--- src/rtl/frac_en_div_pkg.sv ---
package frac_en_div_pkg;

  // Strobes sent from the control module to the datapath
  typedef struct packed {
    logic clear;    // force the residue to zero
    logic advance;  // apply one add-or-subtract step
  } fdivStrobe_t;

  // Status returned by the datapath to the control module
  typedef struct packed {
    logic belowN;     // residue below n: this edge adds and emits an enable
    logic upperHalf;  // twice the updated residue reaches m
  } fdivFlag_t;

endpackage

--- src/rtl/frac_en_div_dp.sv ---
module frac_en_div_dp
  import frac_en_div_pkg::*;
#(
  parameter int FieldW = 8
) (
  input  logic              clk,
  input  logic              rstN,
  input  fdivStrobe_t       strobe,
  input  logic [FieldW-1:0] cfgMadd,
  input  logic [FieldW-1:0] cfgMsub,
  output fdivFlag_t         flags
);

  // One extra bit holds n = 2^W (field 0) and m up to 2^(W+1)-1
  localparam int AccW = FieldW + 1;

  logic [AccW-1:0] acc;
  logic [AccW-1:0] nMag;
  logic [AccW-1:0] mVal;
  logic [AccW-1:0] accAdd;
  logic [AccW-1:0] accSub;
  logic [AccW-1:0] accNext;
  logic            belowN;

  // The stored field carries no sign bit, so its negative value is field - 2^W
  assign nMag    = (AccW'(1) << FieldW) - AccW'(cfgMsub);
  assign mVal    = AccW'(cfgMadd) + nMag;
  assign belowN  = acc < nMag;
  assign accAdd  = acc + AccW'(cfgMadd);
  assign accSub  = acc - nMag;
  assign accNext = belowN ? accAdd : accSub;

  assign flags.belowN    = belowN;
  assign flags.upperHalf = {accNext, 1'b0} >= {1'b0, mVal};

  always_ff @(posedge clk or negedge rstN) begin
    if (!rstN) begin
      acc <= '0;
    end else if (strobe.clear) begin
      acc <= '0;
    end else if (strobe.advance) begin
      acc <= accNext;
    end
  end


  sub_descends_chk: assert property (@(posedge clk) disable iff (!rstN)
    (strobe.advance && !strobe.clear && !belowN) |=> (acc < $past(acc)));

endmodule

--- src/rtl/frac_en_div_ctrl.sv ---
module frac_en_div_ctrl
  import frac_en_div_pkg::*;
(
  input  logic        clk,
  input  logic        rstN,
  input  logic        cfgRun,
  input  logic        cfgStretch,
  input  fdivFlag_t   flags,
  output fdivStrobe_t strobe,
  output logic        divOut
);

  always_comb begin
    strobe.clear   = !cfgRun;
    strobe.advance = cfgRun;
  end

  always_ff @(posedge clk or negedge rstN) begin
    if (!rstN) begin
      divOut <= 1'b0;
    end else if (!cfgRun) begin
      divOut <= 1'b0;
    end else if (cfgStretch) begin
      divOut <= flags.upperHalf;
    end else begin
      divOut <= flags.belowN;
    end
  end


  idle_quiet_chk: assert property (@(posedge clk) disable iff (!rstN)
    !cfgRun |=> !divOut);


  start_pulse_chk: assert property (@(posedge clk) disable iff (!rstN)
    (cfgRun && !$past(cfgRun) && !cfgStretch) |=> divOut);

endmodule

--- src/rtl/frac_en_div.sv ---
module frac_en_div
  import frac_en_div_pkg::*;
#(
  parameter int FieldW = 8
) (
  input  logic              clk,
  input  logic              rstN,
  input  logic [FieldW-1:0] cfgMadd,
  input  logic [FieldW-1:0] cfgMsub,
  input  logic              cfgRun,
  input  logic              cfgStretch,
  output logic              divOut
);

  fdivStrobe_t strobe;
  fdivFlag_t   flags;

  frac_en_div_ctrl u_ctrl (
    .clk        (clk),
    .rstN       (rstN),
    .cfgRun     (cfgRun),
    .cfgStretch (cfgStretch),
    .flags      (flags),
    .strobe     (strobe),
    .divOut     (divOut)
  );

  frac_en_div_dp #(.FieldW(FieldW)) u_dp (
    .clk     (clk),
    .rstN    (rstN),
    .strobe  (strobe),
    .cfgMadd (cfgMadd),
    .cfgMsub (cfgMsub),
    .flags   (flags)
  );

  // with the steps and the mode held, a stretched level rises only after an add
  rise_after_add_chk: assert property (@(posedge clk) disable iff (!rstN)
    ($rose(divOut) && $past(cfgStretch) && $past(cfgStretch, 2) &&
     ($past(cfgMadd) == $past(cfgMadd, 2)) && ($past(cfgMsub) == $past(cfgMsub, 2)))
    |-> $past(flags.belowN));

endmodule

--- config.mk ---
export PLATFORM = sky130hd
export DESIGN_NAME = frac_en_div
export DESIGN_NICKNAME = d
export VERILOG_FILES = /design/src/rtl/frac_en_div_pkg.sv /design/src/rtl/frac_en_div_dp.sv /design/src/rtl/frac_en_div_ctrl.sv /design/src/rtl/frac_en_div.sv
export SDC_FILE = /design/constraint.sdc
export NUM_CORES = 1
export LEC_CHECK = 0
export ABC_AREA = 1
export BUFFER_PORTS_ARGS = -buffer_cell sky130_fd_sc_hd__buf_2
export CAP_MARGIN = 40
export CORE_UTILIZATION = 35
export DETAILED_ROUTE_END_ITERATION = 7
export MAX_ROUTING_LAYER = met4
export PLACE_DENSITY = 0.56
export REMOVE_ABC_BUFFERS = 1
export SLEW_MARGIN = 20
export SYNTH_ARGS = -nofsm -noshare
export SYNTH_HDL_FRONTEND = slang
export SYNTH_SLANG_ARGS = --single-unit
--- constraint.sdc ---
create_clock -name clk -period 2.75 [get_ports clk]
set_input_delay 0.55 -clock clk [delete_from_list [all_inputs] [get_ports clk]]
set_output_delay 0.55 -clock clk [all_outputs]
set_load 0.02 [all_outputs]
==> summary.txt, run 1 <==
Run status
  • Status: complete, but fails checks
  • Failing checks: negative setup slack

Logic synthesis
  • Synth Area per Inst: around 6.8 um^2
  • Synth warn: 0
  • Synth cell types: 25
  • Sequential share of the synthesized area: 13.0%
  • Gate Count Post-Synth: approximately 280
  • Synthesis-stage register bit count: 10
  • Cell area after synthesis: between 1500 and 2000 um^2

Pwr
  • Leak Pwr: 1.70 nW
  • Clock network fraction of total power: between 5 and 6%
  • Pwr/cell area: around 1100 nW/um^2
  • Reg power frac: a little under 9%
  • P_int: ~0.0017 W
  • Combinational power share: a little under nine tenths
  • Sw power: about 0.0015 W
  • Power Total: approximately 0.0032 W
  • Switch share: a little under half
  • VDD IR max: a little under 0.4 mV

Floorplan
  • Die height: roughly 76 um
  • Die area: 5790 um^2
  • Rows: 26
  • Core footprint: roughly 5200 um^2
  • Die width: around 76 um
  • Starting Density: about 37%
  • I/O pin count: 21

Placed design
  • Worst slack at placement: -1.10 ns
  • Port bufs: 20
  • Hpwl dp: 4.40 mm
  • Final RePlAce weighted congestion: ~0.86

Finish
  • Final nets: between 400 and 500
  • Commonest non-fill, non-tap cell in the layout: buf_4
  • N_diodes: 0
  • Commonest non-fill, non-tap cells in the layout: buf_4, inv_1, nand2_1
  • Fraction of layout cells with a size suffix above 1: a little under 40%
  • Area growth syn-to-layout: 58.2%

Worst setup path
  • CP Class: primary input to flop
  • R2R Setup Slk: -0.08 ns
  • Worst R2R End: u_ctrl.divOut
  • Critical path's slowest cell: ha_1
  • Crit-path leading delay family: simple AND/OR/NAND/NOR gates
  • CP Buf/Inv Count: 5
  • Worst setup SP type: primary input
  • WP depth: 28
  • Crit end category: flop
  • Max FO, Critical Path: 7
  • Req. time, crit path: 2.88 ns
  • FF-to-FF path depth: 24
  • Crit path DAT: ~3.6 ns
  • Worst r2r src: u_dp.acc[0]
  • CP max stage delay: 0.31 ns
  • Crit path top cell by count: nand2_1

Timing
  • Final period util: 124%
  • Post-layout minimum cycle time: about 3.4 ns
  • Unrepaired setup endpoints after global routing: true
  • Hold Fails Final Rpt: 0
  • Relative slew slack: slightly below 70%
  • Count of final setup violators: 2
  • Worst hold margin: 0.174 ns
  • Least-Margin Pin Slew: about 0.48 ns
  • Worst setup slack after layout: -0.674 ns
  • Setup Skew: ~0.0028 ns
  • FMAX: a little under 300 MHz
  • Final slew viol count: 0

CTS
  • H-tree depth: 1
  • CTS Buf Count: 3
  • CTS max path bufs: 2
  • Clock slew at reported path FFs: 0.05 ns
  • Hold_buf cts: 0
  • Clock Sinks: 10
  • CTS Root Cell: clkbuf_8
  • CTS tree: built
  • Clk_lat worst skew: 0.23 ns

GRT
  • GRT Util Overall: between 15 and 20%
  • First-pass GRT wire length: about 8.9 mm
  • Initial antenna violation count: 0
  • GRT overflow: 0
  • Vias in the first global route: between 2000 and 2500
  • Largest net degree at the start of global routing: 11

Detailed routing
  • WL per Instance: roughly 12 um
  • Post-Route WL: between 5 and 6 mm
  • DRT Pass-1 Iters: 4
  • Via Count: slightly above 2000
  • Antenna viol nets, final: 0
  • # DRC: 0
  • 1st-iter DRT viols: between 40 and 50
  • Via-per-instance ratio: 4.51

Hold path
  • Worst Hold Class: primary input to asynchronous set/reset pin

Flow run
  • Max_cap viols: 0
## layer usage
layer | vias up | routed length, um | GRT usage [%]
met3 | 8 | 79 | 0.958
met2 | 19 | 2540 | 34.5
met1 | 917 | 2620 | 24.5
li1 | 1117 | - | -
met5 | - | 0 | -
met4 | 0 | 92 | 5.38
## how the worst max path moves through the flow
stage	startpoint	endpoint	slack [ns]
final	cfgMsub[0]	u_ctrl.divOut	-0.67
after floorplan	cfgMsub[2]	u_ctrl.divOut	-0.77
after global placement	cfgMsub[0]	u_ctrl.divOut	-1.03
after global routing	cfgMsub[0]	u_ctrl.divOut	-0.99
after detailed placement	cfgMsub[0]	u_ctrl.divOut	-1.10
after CTS	cfgMsub[1]	u_ctrl.divOut	-0.63
## per-stage QoR
stage,std cells,setup TNS (ns),util [%],area (um^2)
final,457,-1.15,58.4,3040
after global routing,457,-1.87,58.4,3040
after CTS,451,-0.627,56.0,2910
after detailed placement,442,-3.05,50.6,2630
after global placement,442,-2.58,50.6,2630
after floorplan,281,-0.769,-,1900
## sequential cells by signal, summed over array words and instances (netlist names)
signal	count
u_dp.acc	9
u_ctrl.divOut	1
## synth_stat cells
master / count / area share [%]
ha_1: 34 / 22
fa_1: 3 / 3.1
o21bai_1: 3 / 1.2
nor3_2: 2 / 1.0
o21ai_0: 10 / 2.6
nand4_1: 2 / 0.65
xor2_1: 16 / 7.3
a21o_1: 1 / 0.39
o21ai_1: 1 / 0.26
nor3b_2: 1 / 0.65
buf_6: 2 / 1.2
nand3_2: 1 / 0.52
nand3_1: 15 / 3.9
a211oi_2: 5 / 3.3
inv_2: 5 / 0.98
nand3b_1: 1 / 0.39
inv_1: 56 / 11
dfrtp_1: 10 / 13
clkinv_1: 1 / 0.20
nand2_1: 56 / 11
nor2_1: 21 / 4.1
nor3_1: 3 / 0.78
a21oi_1: 26 / 6.8
xnor2_1: 7 / 3.2
o311ai_0: 1 / 0.46
## power by group through the flow
| stage | registers, W | logic, W | clock network (W) |
|---|---|---|---|
| final | 0.000284 | 0.00277 | 0.000183 |
| after global routing | 0.000293 | 0.00307 | 0.000194 |
| after CTS | 0.000282 | 0.00247 | 0.000186 |
| after detailed placement | 0.000277 | 0.00216 | 0 |
| after global placement | 0.000276 | 0.00213 | 0 |
| after floorplan | 0.000260 | 0.00130 | 0 |
## what timing repair did
item	CTS	global route
setup buffers	5	9
resized for setup	52	18
pin swaps	13	7
setup endpoints to repair	5	8
## logic make-up (layout without fill, tap and decap cells)
kind of cell    after synthesis  after routing  share of synthesized area [%]
buf+inv                      64            168                           13.3
xor+xnor                     23             23                           10.5
simple gates                102            102                           23.0
fa+ha+maj                    37             37                           25.3
compound gates               47             47                           14.9
flops                        10             10                           13.0
## area by class of cell
class	instances	area, um^2
tap	70	87.6
fill	471	2170
sequential	10	250
clock buffer	4	55.1
multi-input combinational	209	1620
timing repair buffer	102	791
inverter	62	238
Note: power is estimated with default switching activity, not from simulation.
==> run 2: changes to the inputs <==
- PLACE_DENSITY: 0.56 -> 0.63
- clock period: 2.75 -> 3 ns (I/O delays scaled with it)
==> summary.txt, run 2 (synthesis results as in run 1) <==
Run status
  • Status: complete, but fails checks (unchanged)
  • Failing checks: negative setup slack (unchanged)

Timing
  • Final slew viol count: 0 (unchanged)
  • Setup Skew: 0.00103 ns (was 0.00281 ns)
  • Relative slew slack: 76.5% (was 67.3%)
  • Hold Fails Final Rpt: 0 (unchanged)
  • Least-Margin Pin Slew: 0.351 ns (was 0.484 ns)
  • Worst hold margin: 0.212 ns (was 0.174 ns)
  • FMAX: a little under 300 MHz
  • Final period util: 116%
  • Setup TNS: -0.471 ns (was -1.15 ns)
  • Unrepaired setup endpoints after global routing: true (unchanged)
  • Count of final setup violators: 1 (was 2)
  • Worst setup slack after layout: -0.471 ns (was -0.674 ns)
  • Post-layout minimum cycle time: about 3.5 ns

CTS
  • Clock Sinks: 10 (unchanged)
  • Clk_lat worst skew: 0.24 ns (was 0.23 ns)
  • CTS Root Cell: clkbuf_8 (unchanged)
  • Clock slew at reported path FFs: 0.05 ns (about the same)
  • Hold_buf cts: 0 (unchanged)
  • CTS Buf Count: 3 (unchanged)
  • CTS tree: built (unchanged)
  • CTS max path bufs: 2 (unchanged)
  • H-tree depth: 1 (unchanged)

Pwr
  • VDD IR max: 0.376 mV (was 0.391 mV)
  • Leak Pwr: 1.56 nW (was 1.70 nW)
  • Pwr/cell area: 919 nW/um^2 (was 1070 nW/um^2)
  • Power Total: 0.00253 W (was 0.00324 W)

Detailed routing
  • 1st-iter DRT viols: 45 (was 44)
  • Via-per-instance ratio: 4.60 (was 4.51)
  • Antenna viol nets, final: 0 (unchanged)
  • DRT Pass-1 Iters: 4 (unchanged)
  • # DRC: 0 (unchanged)
  • WL per Instance: 11.9 um (was 11.7 um)
  • Post-Route WL: 5.21 mm (was 5.34 mm)
  • Via Count: 2014 (was 2061)

Finish
  • Commonest non-fill, non-tap cell in the layout: buf_4 (unchanged)
  • N_diodes: 0 (unchanged)
  • Fraction of layout cells with a size suffix above 1: 32.9% (was 39.5%)
  • Reg area: 250 um^2 (unchanged)
  • Layout Cells excl Fill: 438 (was 457)
  • Max reg flops: 9 (unchanged)
  • Top reg by flops: u_dp.acc (unchanged)
  • Top flop regs: u_dp.acc (9), u_ctrl.divOut (1) (unchanged)
  • Filler cells: 516 (was 471)
  • Final nets: 426 (was 445)
  • Commonest non-fill, non-tap cells in the layout: buf_4, inv_1, nand2_1 (unchanged)
  • Area of the multi-input gates: 1530 um^2 (was 1620 um^2)
  • Area growth syn-to-layout: 43.2% (was 58.2%)

GRT
  • First-pass GRT wire length: 9.20 mm (was 8.91 mm)
  • Largest net degree at the start of global routing: 11 (unchanged)
  • Vias in the first global route: 2118 (was 2083)
  • Initial antenna violation count: 0 (unchanged)
  • GRT Util Overall: 20.2% (was 19.6%)
  • GRT overflow: 0 (unchanged)

Placed design
  • Hpwl dp: 4.40 mm (about the same)
  • Worst slack at placement: -0.849 ns (was -1.10 ns)
  • Final RePlAce weighted congestion: 0.935 (was 0.861)
  • Port bufs: 20 (unchanged)
  • Dpl cells: 430 (was 442)

Hold path
  • Worst Hold Class: primary input to asynchronous set/reset pin (unchanged)

Worst setup path
  • Worst r2r src: u_dp.acc[0] (unchanged)
  • CP Buf/Inv Count: 6 (was 5)
  • Critical path's slowest cell: ha_4 (was ha_1)
  • Crit-path leading delay family: simple AND/OR/NAND/NOR gates (unchanged)
  • Crit path DAT: 3.61 ns (was 3.55 ns)
  • Worst setup SP type: primary input (unchanged)
  • CP Class: primary input to flop (unchanged)
  • CP max stage delay: 0.26 ns (was 0.31 ns)
  • Crit path top cell by count: nand2_1 (unchanged)
  • R2R Setup Slk: 0.10 ns (was -0.08 ns)
  • Max FO, Critical Path: 7 (unchanged)
  • Crit end category: flop (unchanged)
  • Req. time, crit path: 3.14 ns (was 2.88 ns)
  • FF-to-FF path depth: 24 (unchanged)
  • Worst R2R End: u_ctrl.divOut (unchanged)

Floorplan
  • Rows: 26 (unchanged)
  • Starting Density: 36.9% (unchanged)
  • Die width: 76.1 um (unchanged)
  • I/O pin count: 21 (unchanged)
  • Die area: 5790 um^2 (unchanged)
  • Core footprint: 5200 um^2 (unchanged)
  • Die height: 76.1 um (unchanged)

Flow run
  • Max_cap viols: 0 (unchanged)
[run 2: cell types whose count changed in the layout (fill, tap and decap cells not counted), moves of 2 or more]
cell / delta
a21oi_1: +2
buf_6: -9
buf_4: -8
nor2_1: +2
o21ai_2: -3
nand2_4: -4
o21ai_1: +2
nor2_4: -2
buf_12: -2
nand2_1: +3
[run 2: cell type report]
cell class | count | area share (%)
sequential | 10 | 9.10
clock buffer | 4 | 2.00
timing repair buffer | 83 | 21.4
multi-input combinational | 209 | 55.6
tap | 70 | 3.18
inverter | 62 | 8.64
[run 2: worst max-delay path by stage]
stage | endpoint | depth (start not counted) | start | slack (ns)
floorplan | u_ctrl.divOut | 26 | cfgMsub[2] | -0.57
CTS | u_ctrl.divOut | 28 | cfgMsub[0] | -0.43
finish | u_ctrl.divOut | 28 | cfgMsub[0] | -0.47
global placement | u_ctrl.divOut | 28 | cfgMsub[2] | -0.79
detailed placement | u_ctrl.divOut | 25 | cfgMsub[0] | -0.85
global route | u_ctrl.divOut | 28 | cfgMsub[0] | -0.83
[run 2: routing by layer]
metal  global-route usage [%]  vias up  wire [um]
met5                        -        -          0
met4                     7.69        0         93
met3                     1.56        9        119
met2                     35.1       34       2500
met1                     24.3      895       2500
li1                         -     1076          -
[run 2: where the power goes]
part	internal, W	switching [W]	total (W)
Clock	0.000116	0.0000578	0.000174
Sequential	0.000196	0.0000617	0.000257
Combinational	0.000973	0.00112	0.00210
Total	0.00128	0.00124	0.00253
[run 2: worst register-to-register path: cells and delay by family, from the launching register on]
family	cells	cell delay (ns)
adder cells (fa/ha/maj)	3	0.83
AND/OR/NAND/NOR	13	0.85
AO/OA/AOI/OAI	2	0.25
buffers and inverters	5	0.29
flip-flops	1	0.38
XOR/XNOR	1	0.20
[run 2: what timing repair did]
action | CTS | global route
pin swaps | 17 | 3
cloned | 0 | 0
setup buffers | 3 | 1
endpoints found under the setup margin | 1 | 3
resized for setup | 32 | 3
[run 2: stage by stage]
step / util, % / cell area, um^2
after floorplan: - / 1900
after global placement: 48.6 / 2530
after detailed placement: 48.6 / 2530
after CTS: 52.5 / 2730
after global routing: 52.8 / 2750
final: 52.8 / 2750
